**config.mk**
```make
export PLATFORM = sky130hd
export DESIGN_NAME = bws_seq
export DESIGN_NICKNAME = d
export VERILOG_FILES = /design/src/rtl/bws_pkg.sv /design/src/rtl/bws_rst_sync.sv /design/src/rtl/bws_lat_cfg.sv /design/src/rtl/bws_cyc_ctr.sv /design/src/rtl/bws_beat_fsm.sv /design/src/rtl/bws_seq.sv
export SDC_FILE = /design/constraint.sdc
export NUM_CORES = 1
export LEC_CHECK = 0
export ABC_AREA = 1
export BUFFER_PORTS_ARGS = -buffer_cell sky130_fd_sc_hd__buf_4
export CORE_AREA = 2 2 106 108
export DETAILED_ROUTE_END_ITERATION = 16
export DIE_AREA = 0 0 108 110
export HOLD_SLACK_MARGIN = 0.1
export REMOVE_ABC_BUFFERS = 1
export SLEW_MARGIN = 30
export SYNTH_ARGS = -nofsm -noshare
export SYNTH_HDL_FRONTEND = slang
export SYNTH_HIERARCHICAL = 1
export SYNTH_SLANG_ARGS = --single-unit
```
**constraint.sdc**
```tcl
create_clock -name clk_i -period 1.9 [get_ports clk_i]
set_input_delay 0.285 -clock clk_i [delete_from_list [all_inputs] [get_ports clk_i]]
set_output_delay 0.285 -clock clk_i [all_outputs]
set_load 0.1 [all_outputs]
```
**src/rtl/bws_pkg.sv**
```systemverilog
package bws_pkg;

  typedef enum logic {
    ST_IDLE = 1'b0,
    ST_RUN  = 1'b1
  } seq_st_e;

  typedef struct packed {
    logic burst;
    logic write;
  } req_attr_t;

endpackage

```
**src/rtl/bws_rst_sync.sv**
```systemverilog
module bws_rst_sync (
  input  logic clk_i,
  input  logic arst_ni,
  output logic srst_no
);

  logic stg_q;
  logic out_q;

  // Assertion is asynchronous; release walks through two flops.
  always_ff @(posedge clk_i or negedge arst_ni) begin
    if (!arst_ni) begin
      stg_q <= 1'b0;
      out_q <= 1'b0;
    end else begin
      stg_q <= 1'b1;
      out_q <= stg_q;
    end
  end

  assign srst_no = out_q;

endmodule

```
**src/rtl/bws_lat_cfg.sv**
```systemverilog
module bws_lat_cfg #(
  parameter int LAT_W = 4
) (
  input  logic             clk_i,
  input  logic             rst_ni,
  input  logic             cap_en_i,
  input  logic             burst_mode_i,
  input  logic [LAT_W-1:0] lead_i,
  input  logic [LAT_W-1:0] burst_i,
  output logic [LAT_W-1:0] first_lat_o,
  output logic [LAT_W-1:0] next_lat_o
);

  localparam logic [LAT_W-1:0] ONE = LAT_W'(1);

  logic [LAT_W-1:0] lead_c;
  logic [LAT_W-1:0] burst_c;
  logic [LAT_W-1:0] next_d;
  logic [LAT_W-1:0] next_q;

  // A zero count behaves as one.
  always_comb begin
    lead_c  = (lead_i  == '0) ? ONE : lead_i;
    burst_c = (burst_i == '0) ? ONE : burst_i;
    next_d  = burst_mode_i ? burst_c : lead_c;
  end

  always_ff @(posedge clk_i or negedge rst_ni) begin
    if (!rst_ni) begin
      next_q <= ONE;
    end else if (cap_en_i) begin
      next_q <= next_d;
    end
  end

  assign first_lat_o = lead_c;
  assign next_lat_o  = next_q;

endmodule

```
**src/rtl/bws_cyc_ctr.sv**
```systemverilog
module bws_cyc_ctr #(
  parameter int LAT_W = 4
) (
  input  logic             clk_i,
  input  logic             rst_ni,
  input  logic             load_i,
  input  logic [LAT_W-1:0] val_i,
  output logic             zero_o
);

  logic [LAT_W-1:0] cnt_q;
  logic [LAT_W-1:0] cnt_d;
  logic             cnt_en;

  // val_i is never zero, so val_i-1 cannot wrap.
  always_comb begin
    cnt_en = load_i || (cnt_q != '0);
    cnt_d  = load_i ? (val_i - LAT_W'(1)) : (cnt_q - LAT_W'(1));
  end

  always_ff @(posedge clk_i or negedge rst_ni) begin
    if (!rst_ni) begin
      cnt_q <= '0;
    end else if (cnt_en) begin
      cnt_q <= cnt_d;
    end
  end

  assign zero_o = (cnt_q == '0);

endmodule

```
**src/rtl/bws_beat_fsm.sv**
```systemverilog
module bws_beat_fsm
  import bws_pkg::*;
#(
  parameter int BEATS = 4,
  localparam int IDX_W = (BEATS > 1) ? $clog2(BEATS) : 1
) (
  input  logic             clk_i,
  input  logic             rst_ni,
  input  logic             req_i,
  input  logic             expire_i,
  output logic             accept_o,
  output logic             busy_o,
  output logic             rdy_o,
  output logic             last_o,
  output logic [IDX_W-1:0] beat_o
);

  localparam logic [IDX_W-1:0] LAST_IDX = IDX_W'(BEATS - 1);

  seq_st_e          st_q, st_d;
  logic [IDX_W-1:0] beat_q, beat_d;
  logic             beat_en;

  always_comb begin
    accept_o = (st_q == ST_IDLE) && req_i;
    rdy_o    = (st_q == ST_RUN) && expire_i;
    last_o   = rdy_o && (beat_q == LAST_IDX);
    st_d     = st_q;
    beat_d   = beat_q;
    beat_en  = 1'b0;
    unique case (st_q)
      ST_IDLE: begin
        if (accept_o) begin
          st_d    = ST_RUN;
          beat_d  = '0;
          beat_en = 1'b1;
        end
      end
      ST_RUN: begin
        if (last_o) begin
          st_d = ST_IDLE;
        end else if (rdy_o) begin
          beat_d  = beat_q + IDX_W'(1);
          beat_en = 1'b1;
        end
      end
      default: st_d = ST_IDLE;
    endcase
  end

  always_ff @(posedge clk_i or negedge rst_ni) begin
    if (!rst_ni) begin
      st_q <= ST_IDLE;
    end else begin
      st_q <= st_d;
    end
  end

  always_ff @(posedge clk_i or negedge rst_ni) begin
    if (!rst_ni) begin
      beat_q <= '0;
    end else if (beat_en) begin
      beat_q <= beat_d;
    end
  end

  assign busy_o = (st_q == ST_RUN);
  assign beat_o = beat_q;

endmodule

```
**src/rtl/bws_seq.sv**
```systemverilog
module bws_seq
  import bws_pkg::*;
#(
  parameter int DATA_W = 64,
  parameter int LAT_W  = 4,
  parameter int BEATS  = 4
) (
  input  logic                       clk_i,
  input  logic                       rst_ni,
  input  logic                       req_valid_i,
  input  logic                       req_burst_i,
  input  logic                       req_write_i,
  input  logic [LAT_W-1:0]           lead_cyc_i,
  input  logic [LAT_W-1:0]           burst_cyc_i,
  input  logic [DATA_W-1:0]          wdata_i,
  input  logic [DATA_W-1:0]          mem_rdata_i,
  output logic                       busy_o,
  output logic                       rdy_o,
  output logic [$clog2(BEATS)-1:0]   beat_o,
  output logic                       done_o,
  output logic [DATA_W-1:0]          rdata_o,
  output logic                       wr_en_o,
  output logic [DATA_W-1:0]          wdata_o
);

  localparam int IDX_W = $clog2(BEATS);

  logic             rst_sync_n;
  logic             accept;
  logic             last;
  logic             expire;
  logic             ctr_load;
  logic [LAT_W-1:0] first_lat;
  logic [LAT_W-1:0] next_lat;
  logic [LAT_W-1:0] load_val;
  logic [IDX_W-1:0] beat_idx;
  req_attr_t        attr_q;
  req_attr_t        attr_d;

  bws_rst_sync u_rst (
    .clk_i   (clk_i),
    .arst_ni (rst_ni),
    .srst_no (rst_sync_n)
  );

  bws_lat_cfg #(.LAT_W(LAT_W)) u_cfg (
    .clk_i        (clk_i),
    .rst_ni       (rst_sync_n),
    .cap_en_i     (accept),
    .burst_mode_i (req_burst_i),
    .lead_i       (lead_cyc_i),
    .burst_i      (burst_cyc_i),
    .first_lat_o  (first_lat),
    .next_lat_o   (next_lat)
  );

  bws_cyc_ctr #(.LAT_W(LAT_W)) u_ctr (
    .clk_i  (clk_i),
    .rst_ni (rst_sync_n),
    .load_i (ctr_load),
    .val_i  (load_val),
    .zero_o (expire)
  );

  bws_beat_fsm #(.BEATS(BEATS)) u_fsm (
    .clk_i    (clk_i),
    .rst_ni   (rst_sync_n),
    .req_i    (req_valid_i),
    .expire_i (expire),
    .accept_o (accept),
    .busy_o   (busy_o),
    .rdy_o    (rdy_o),
    .last_o   (last),
    .beat_o   (beat_idx)
  );

  // Counter restarts on acceptance (lead-off) and after each non-final beat.
  always_comb begin
    ctr_load     = accept || (rdy_o && !last);
    load_val     = accept ? first_lat : next_lat;
    attr_d.burst = req_burst_i;
    attr_d.write = req_write_i;
  end

  always_ff @(posedge clk_i or negedge rst_sync_n) begin
    if (!rst_sync_n) begin
      attr_q <= '0;
    end else if (accept) begin
      attr_q <= attr_d;
    end
  end

  always_comb begin
    wr_en_o = rdy_o && attr_q.write;
    rdata_o = (rdy_o && !attr_q.write) ? mem_rdata_i : '0;
    wdata_o = wr_en_o ? wdata_i : '0;
  end

  assign beat_o = beat_idx;
  assign done_o = last;

endmodule

```
=== Word level (Yosys, flattened, before mapping) ===
Index checks and enable logic that the tools add are counted.

* Register bits: 14
* Input port bits: 141
* Output and inout bits: 134
* Logic and storage cells: 47

* Add/sub/neg operators: 3
* Equal/unequal tests: 4
* Multiplexer cells: 17
* Bitwise operators: 1
* Reduce and logical (&&, ||, !) cells: 15

{| class="wikitable"
|+ Operators with widths
! cell !! count
|-
| $mux W64 || 2
|-
| $mux W4 || 5
|-
| $logic_not A4 Y1 || 3
|-
| $sub A4 B1 Y4 const B || 2
|-
| $logic_and A1 B1 Y1 || 6
|-
| $mux W2 || 3
|-
| $ne A2 B2 Y1 const B || 3
|-
| $mux W1 || 4
|-
| $pmux W1 S2 || 2
|-
| $pmux W2 S2 || 1
|-
| $reduce_and A4 Y1 || 1
|-
| $reduce_bool A4 Y1 || 1
|-
| $add A2 B1 Y2 const B || 1
|-
| $eq A2 B2 Y1 const B || 1
|-
| $logic_not A1 Y1 || 2
|-
| $logic_or A1 B1 Y1 || 2
|-
| $not A1 Y1 || 1
|}

=== Longest topological paths before layout ===
* Depth in word-level cells: 7
* Gate-level depth with buffers: 16
* Mapped depth without buffers: 15

=== Hierarchy ===
The synthesis kept the hierarchy.

{| class="wikitable"
|+ By module, submodules not included
! module !! instances !! cells an instance !! area an instance (sq um) !! seq. area each (sq um)
|-
| bws_seq || 1 || 293 || 1589.0 || 25.0
|-
| bws_cyc_ctr || 1 || 49 || 309.0 || 100.1
|-
| bws_lat_cfg || 1 || 35 || 230.2 || 101.3
|-
| bws_beat_fsm || 1 || 22 || 171.4 || 75.1
|-
| bws_rst_sync || 1 || 3 || 53.8 || 50.0
|}

=== Worst setup path before layout ===
Ideal clock, no wire load.

* Kind: flip-flop to output port
* From: register u_fsm.st_q (netlist: u_fsm/busy_o)
* To: output rdata_o[10]
* Arrival: 3556 ps
* Data required time: 1615 ps
* Path slack: -1941 ps
* Stages on the path, launching flop included: 6
* Buffers on the path: 1
* Cells stage by stage: dfrtp_1 nand2_2 inv_1 nand2_2 buf_2 nor2_1

* Cells in the longest elaborated chain, start to end: 3

{| class="wikitable"
|+ RTL lines
! element !! RTL line !! text
|-
| start: declaration || bws_beat_fsm.sv:20 || <nowiki>seq_st_e st_q, st_d;</nowiki>
|-
| start signal: assignment || bws_beat_fsm.sv:55 || <nowiki>st_q <= st_d;</nowiki>
|-
| $logic_and A1 B1 Y1 || bws_beat_fsm.sv:26 || <nowiki>rdy_o = (st_q == ST_RUN) && expire_i;</nowiki>
|-
| net rdy_o || bws_seq.sv:18 || <nowiki>output logic rdy_o,</nowiki>
|-
| $logic_and A1 B1 Y1 || bws_seq.sv:95 || <nowiki>rdata_o = (rdy_o && !attr_q.write) ? mem_rdata_i : '0;</nowiki>
|-
| $mux W64 || bws_seq.sv:95 ||
|-
| end: declaration || bws_seq.sv:21 || <nowiki>output logic [DATA_W-1:0] rdata_o,</nowiki>
|}

The timed path passes the listed nets, and every way through them passes these cells.

=== Worst setup path after layout ===
* From: register u_ctr.cnt_q[1]
* To: output rdata_o[21]

* Cells in the longest elaborated chain, start to end: 4

{| class="wikitable"
|+ RTL lines
! element !! RTL line !! text
|-
| start: declaration || bws_cyc_ctr.sv:11 || <nowiki>logic [LAT_W-1:0] cnt_q;</nowiki>
|-
| start signal: assignment || bws_cyc_ctr.sv:25 || <nowiki>cnt_q <= cnt_d;</nowiki>
|-
| $logic_not A4 Y1 || bws_cyc_ctr.sv:29 || <nowiki>assign zero_o = (cnt_q == '0);</nowiki>
|-
| net expire || bws_seq.sv:31 || <nowiki>logic expire;</nowiki>
|-
| $logic_and A1 B1 Y1 || bws_beat_fsm.sv:26 ||
|-
| $logic_and A1 B1 Y1 || bws_seq.sv:95 ||
|-
| $mux W64 || bws_seq.sv:95 ||
|}

The timed path passes the listed nets, and every way through them passes these cells.

==> run summary <==
width of the chip = 108 um
violations in the final reports = negative setup slack
share of the synthesized area in the top cell type = 24.2%
Vert. Die Dim = 110 um
clk sinks = 14
Fill cells = 722
final worst setup slack = -0.157 ns
cell area after synthesis = 0.00235 mm^2
fin nets = 850
Diodes inserted = 0
clock tree from TritonCTS = done
clock transition time at the flip-flop clock pins of the worst setup and hold paths = 0.06 ns
Tot Pwr = 8.36 mW
TritonCTS buffer count = 3
Area Overhead vs Synth = 215%
top area cells in the synthesized netlist = sky130_fd_sc_hd__inv_1, sky130_fd_sc_hd__nor2_4, sky130_fd_sc_hd__nor2_1
global-route wire length before repair = 18500 um
initial antenna violation count = 0
Final period util = 108%
max-slew violations = 0
row cnt = 38
Register-to-Register Path Depth = 14
number of distinct library cell variants in the gate-level netlist after synthesis = 23
type of the tightest min-delay check = register to async pin
crit path capture type = output port
instance area at placement = 0.00465 mm^2
highest net fanout along the worst path = 10
Detail Route Antenna Nets = 0
syn avg cell area = 5.85 um^2
total grt overflow = 0
per-cell routed wire length = 18.0 um
total of warnings raised by yosys = 6
worst-case clock skew = 0.00440 ns
worst flop-to-flop path startpoint = u_ctr/cnt_q[1]
Avg Vias per Cell = 4.20
full die area = 0.0119 mm^2
via count = 3555
cell count after synthesis = 402
final weighted congestion in routability-driven placement = 0.883
leakage dissipation = 3.64 nW
library cell with the largest summed area after synthesis = sky130_fd_sc_hd__inv_1
maximum vdd ir drop = 0.00103 V
Core Footprint = 0.0107 mm^2
Fmax achieved = 486 MHz
sequential cell area in the final layout = 352 um^2
power per cell area = 1130 mW/mm^2
hold violation count in the final report = 0
fraction of final layout cells with drive strength greater than 1 = 66.9%
Critical R2R Capture = u_ctr/cnt_q[2]
worst relative slew slack = 64.8%
largest net degree at the start of global routing = 22
Initial Util = 22.0%
post-synthesis sequential element count = 14
insertion delay of the later-clocked pin in the worst-skew pair = 0.25 ns
data required time at the worst endpoint = 1.62 ns
number of global-route vias before repair = 3483
most used cells in the layout excluding fill and tap cells = sky130_fd_sc_hd__buf_4, sky130_fd_sc_hd__inv_1, sky130_fd_sc_hd__buf_12, sky130_fd_sc_hd__nor2_4, sky130_fd_sc_hd__nand2_1
DRC violations left = 0
detailed placement HPWL = 8150 um
element type at the critical path start = register
setup-violating endpoint count in the final report = 129
most common library cell in the layout ignoring fill and taps = sky130_fd_sc_hd__buf_4
top-level I/O count = 275
RSZ-0062 raised after global routing = true
port buffer count = 274
maximum level of the CTS H-tree = 1
Layout Cell Area excl Fill = 0.00742 mm^2
global-route usage over all layers = 20.1%
Setup WS pre-CTS = -0.0948 ns
data arrival time of the worst path = 1.77 ns
type of the setup path with the least slack = register to output port
Root Driver = sky130_fd_sc_hd__clkbuf_8
crit path time final = 2.06 ns
DR iter-0 viols = 179
sequential-to-total area share from yosys stat = 14.9%
Min Hold Slack = 0.213 ns
max capacitance violation total = 0
register-to-register setup slack = -0.01 ns
total area of multi-input combinational cells = 0.00193 mm^2
maximum buffer depth of the clock tree = 2
outcome = complete, but fails checks
Tightest Pin Transition = 0.527 ns
number of detailed-route iterations in the first pass = 4
total routed wirelength = 15200 um
registers in the layout, summed over array words and instances, names as in the netlist:
register          count
u_fsm/busy_o          1
u_ctr/cnt_q           4
attr_q                1
u_rst/stg_q           1
u_rst/srst_no         1
u_cfg/next_lat_o      4
u_fsm/beat_o          2
cell type report:
type / instances / area share (%)
Tap cell: 140 / 2.36
Timing Repair Buffer: 315 / 57.8
Inverter: 156 / 8.26
Multi-Input combinational cell: 217 / 26.0
Sequential cell: 14 / 4.74
Clock buffer: 4 / 0.742
worst max-delay path by stage:
| stage | slack (ns) | depth (start not counted) | startpoint | endpoint |
|---|---|---|---|---|
| 2_1_floorplan | -5.20 | 4 | u_fsm/busy_o | wdata_o[0] |
| 3_3_place_gp | -0.04 | 13 | u_ctr/cnt_q[0] | u_ctr/cnt_q[2] |
| 3_5_place_dp | -0.09 | 13 | u_ctr/cnt_q[0] | u_ctr/cnt_q[2] |
| 4_1_cts | -0.16 | 9 | u_ctr/cnt_q[1] | wdata_o[8] |
| 5_1_grt | -0.25 | 9 | u_ctr/cnt_q[1] | rdata_o[21] |
| 6_report | -0.16 | 9 | u_ctr/cnt_q[1] | rdata_o[21] |
metal layers:
metal,vias up,wire length (um),track usage [%]
li1,1671,-,-
met2,157,8650,38.7
met1,1683,4810,19.5
met3,44,1120,5.53
met4,0,635,10.5
met5,-,0,0
cell families (layout without fill, tap and decap cells):
logic type | count (synthesis) | after routing | synth area share [%]
AO/OA/AOI/OAI | 10 | 10 | 2.45
adder cells (fa/ha/maj) | 2 | 2 | 1.06
buffers and inverters | 173 | 475 | 32.2
flip-flops | 14 | 14 | 14.9
other | 1 | 1 | 0.159
AND/OR/NAND/NOR | 202 | 204 | 49.2
synth_stat cells, drive strengths merged:
cell and count:
a21boi 1, buf 14, clkbuf 3, conb 1, dfrtp 13, dfstp 1
ha 2, inv 156, nand2 54, nand3 8, nor2 139, o21ai 8
o22ai 1, or2 1
what timing repair did:
action	CTS	global route
cloned	3	11
gates resized for setup	463	125
hold buffers	1	0
endpoints found under the hold margin	2	0
setup endpoints to repair	131	133
pin swaps	3	8
setup buffers	2	2
report_power, final:
group          internal [mW]  switching (mW)
combinational           2.72            4.82
clock                  0.184           0.107
sequential             0.432           0.100
worst max-delay path, stage by stage, from the launching register on:
cell and delay [ns]:
sky130_fd_sc_hd__dfrtp_1 0.38, sky130_fd_sc_hd__nor2_1 0.10, sky130_fd_sc_hd__nand3_1 0.09, sky130_fd_sc_hd__inv_2 0.09
sky130_fd_sc_hd__nand2_4 0.08, sky130_fd_sc_hd__clkinv_8 0.11, sky130_fd_sc_hd__nand2_8 0.10, sky130_fd_sc_hd__clkbuf_16 0.22
sky130_fd_sc_hd__nor2_2 0.16, sky130_fd_sc_hd__buf_12 0.20
through the flow:
stage               instances  util, %  TNS, ns
detailed placement        823     43.5   -0.200
global placement          823     43.5  -0.0427
global route              846     69.4   -24.99
finish                    846     69.4   -11.19
floorplan                 385        -  -461.51
CTS                       833     62.3    -9.25
(Power assumes the default switching activity.)
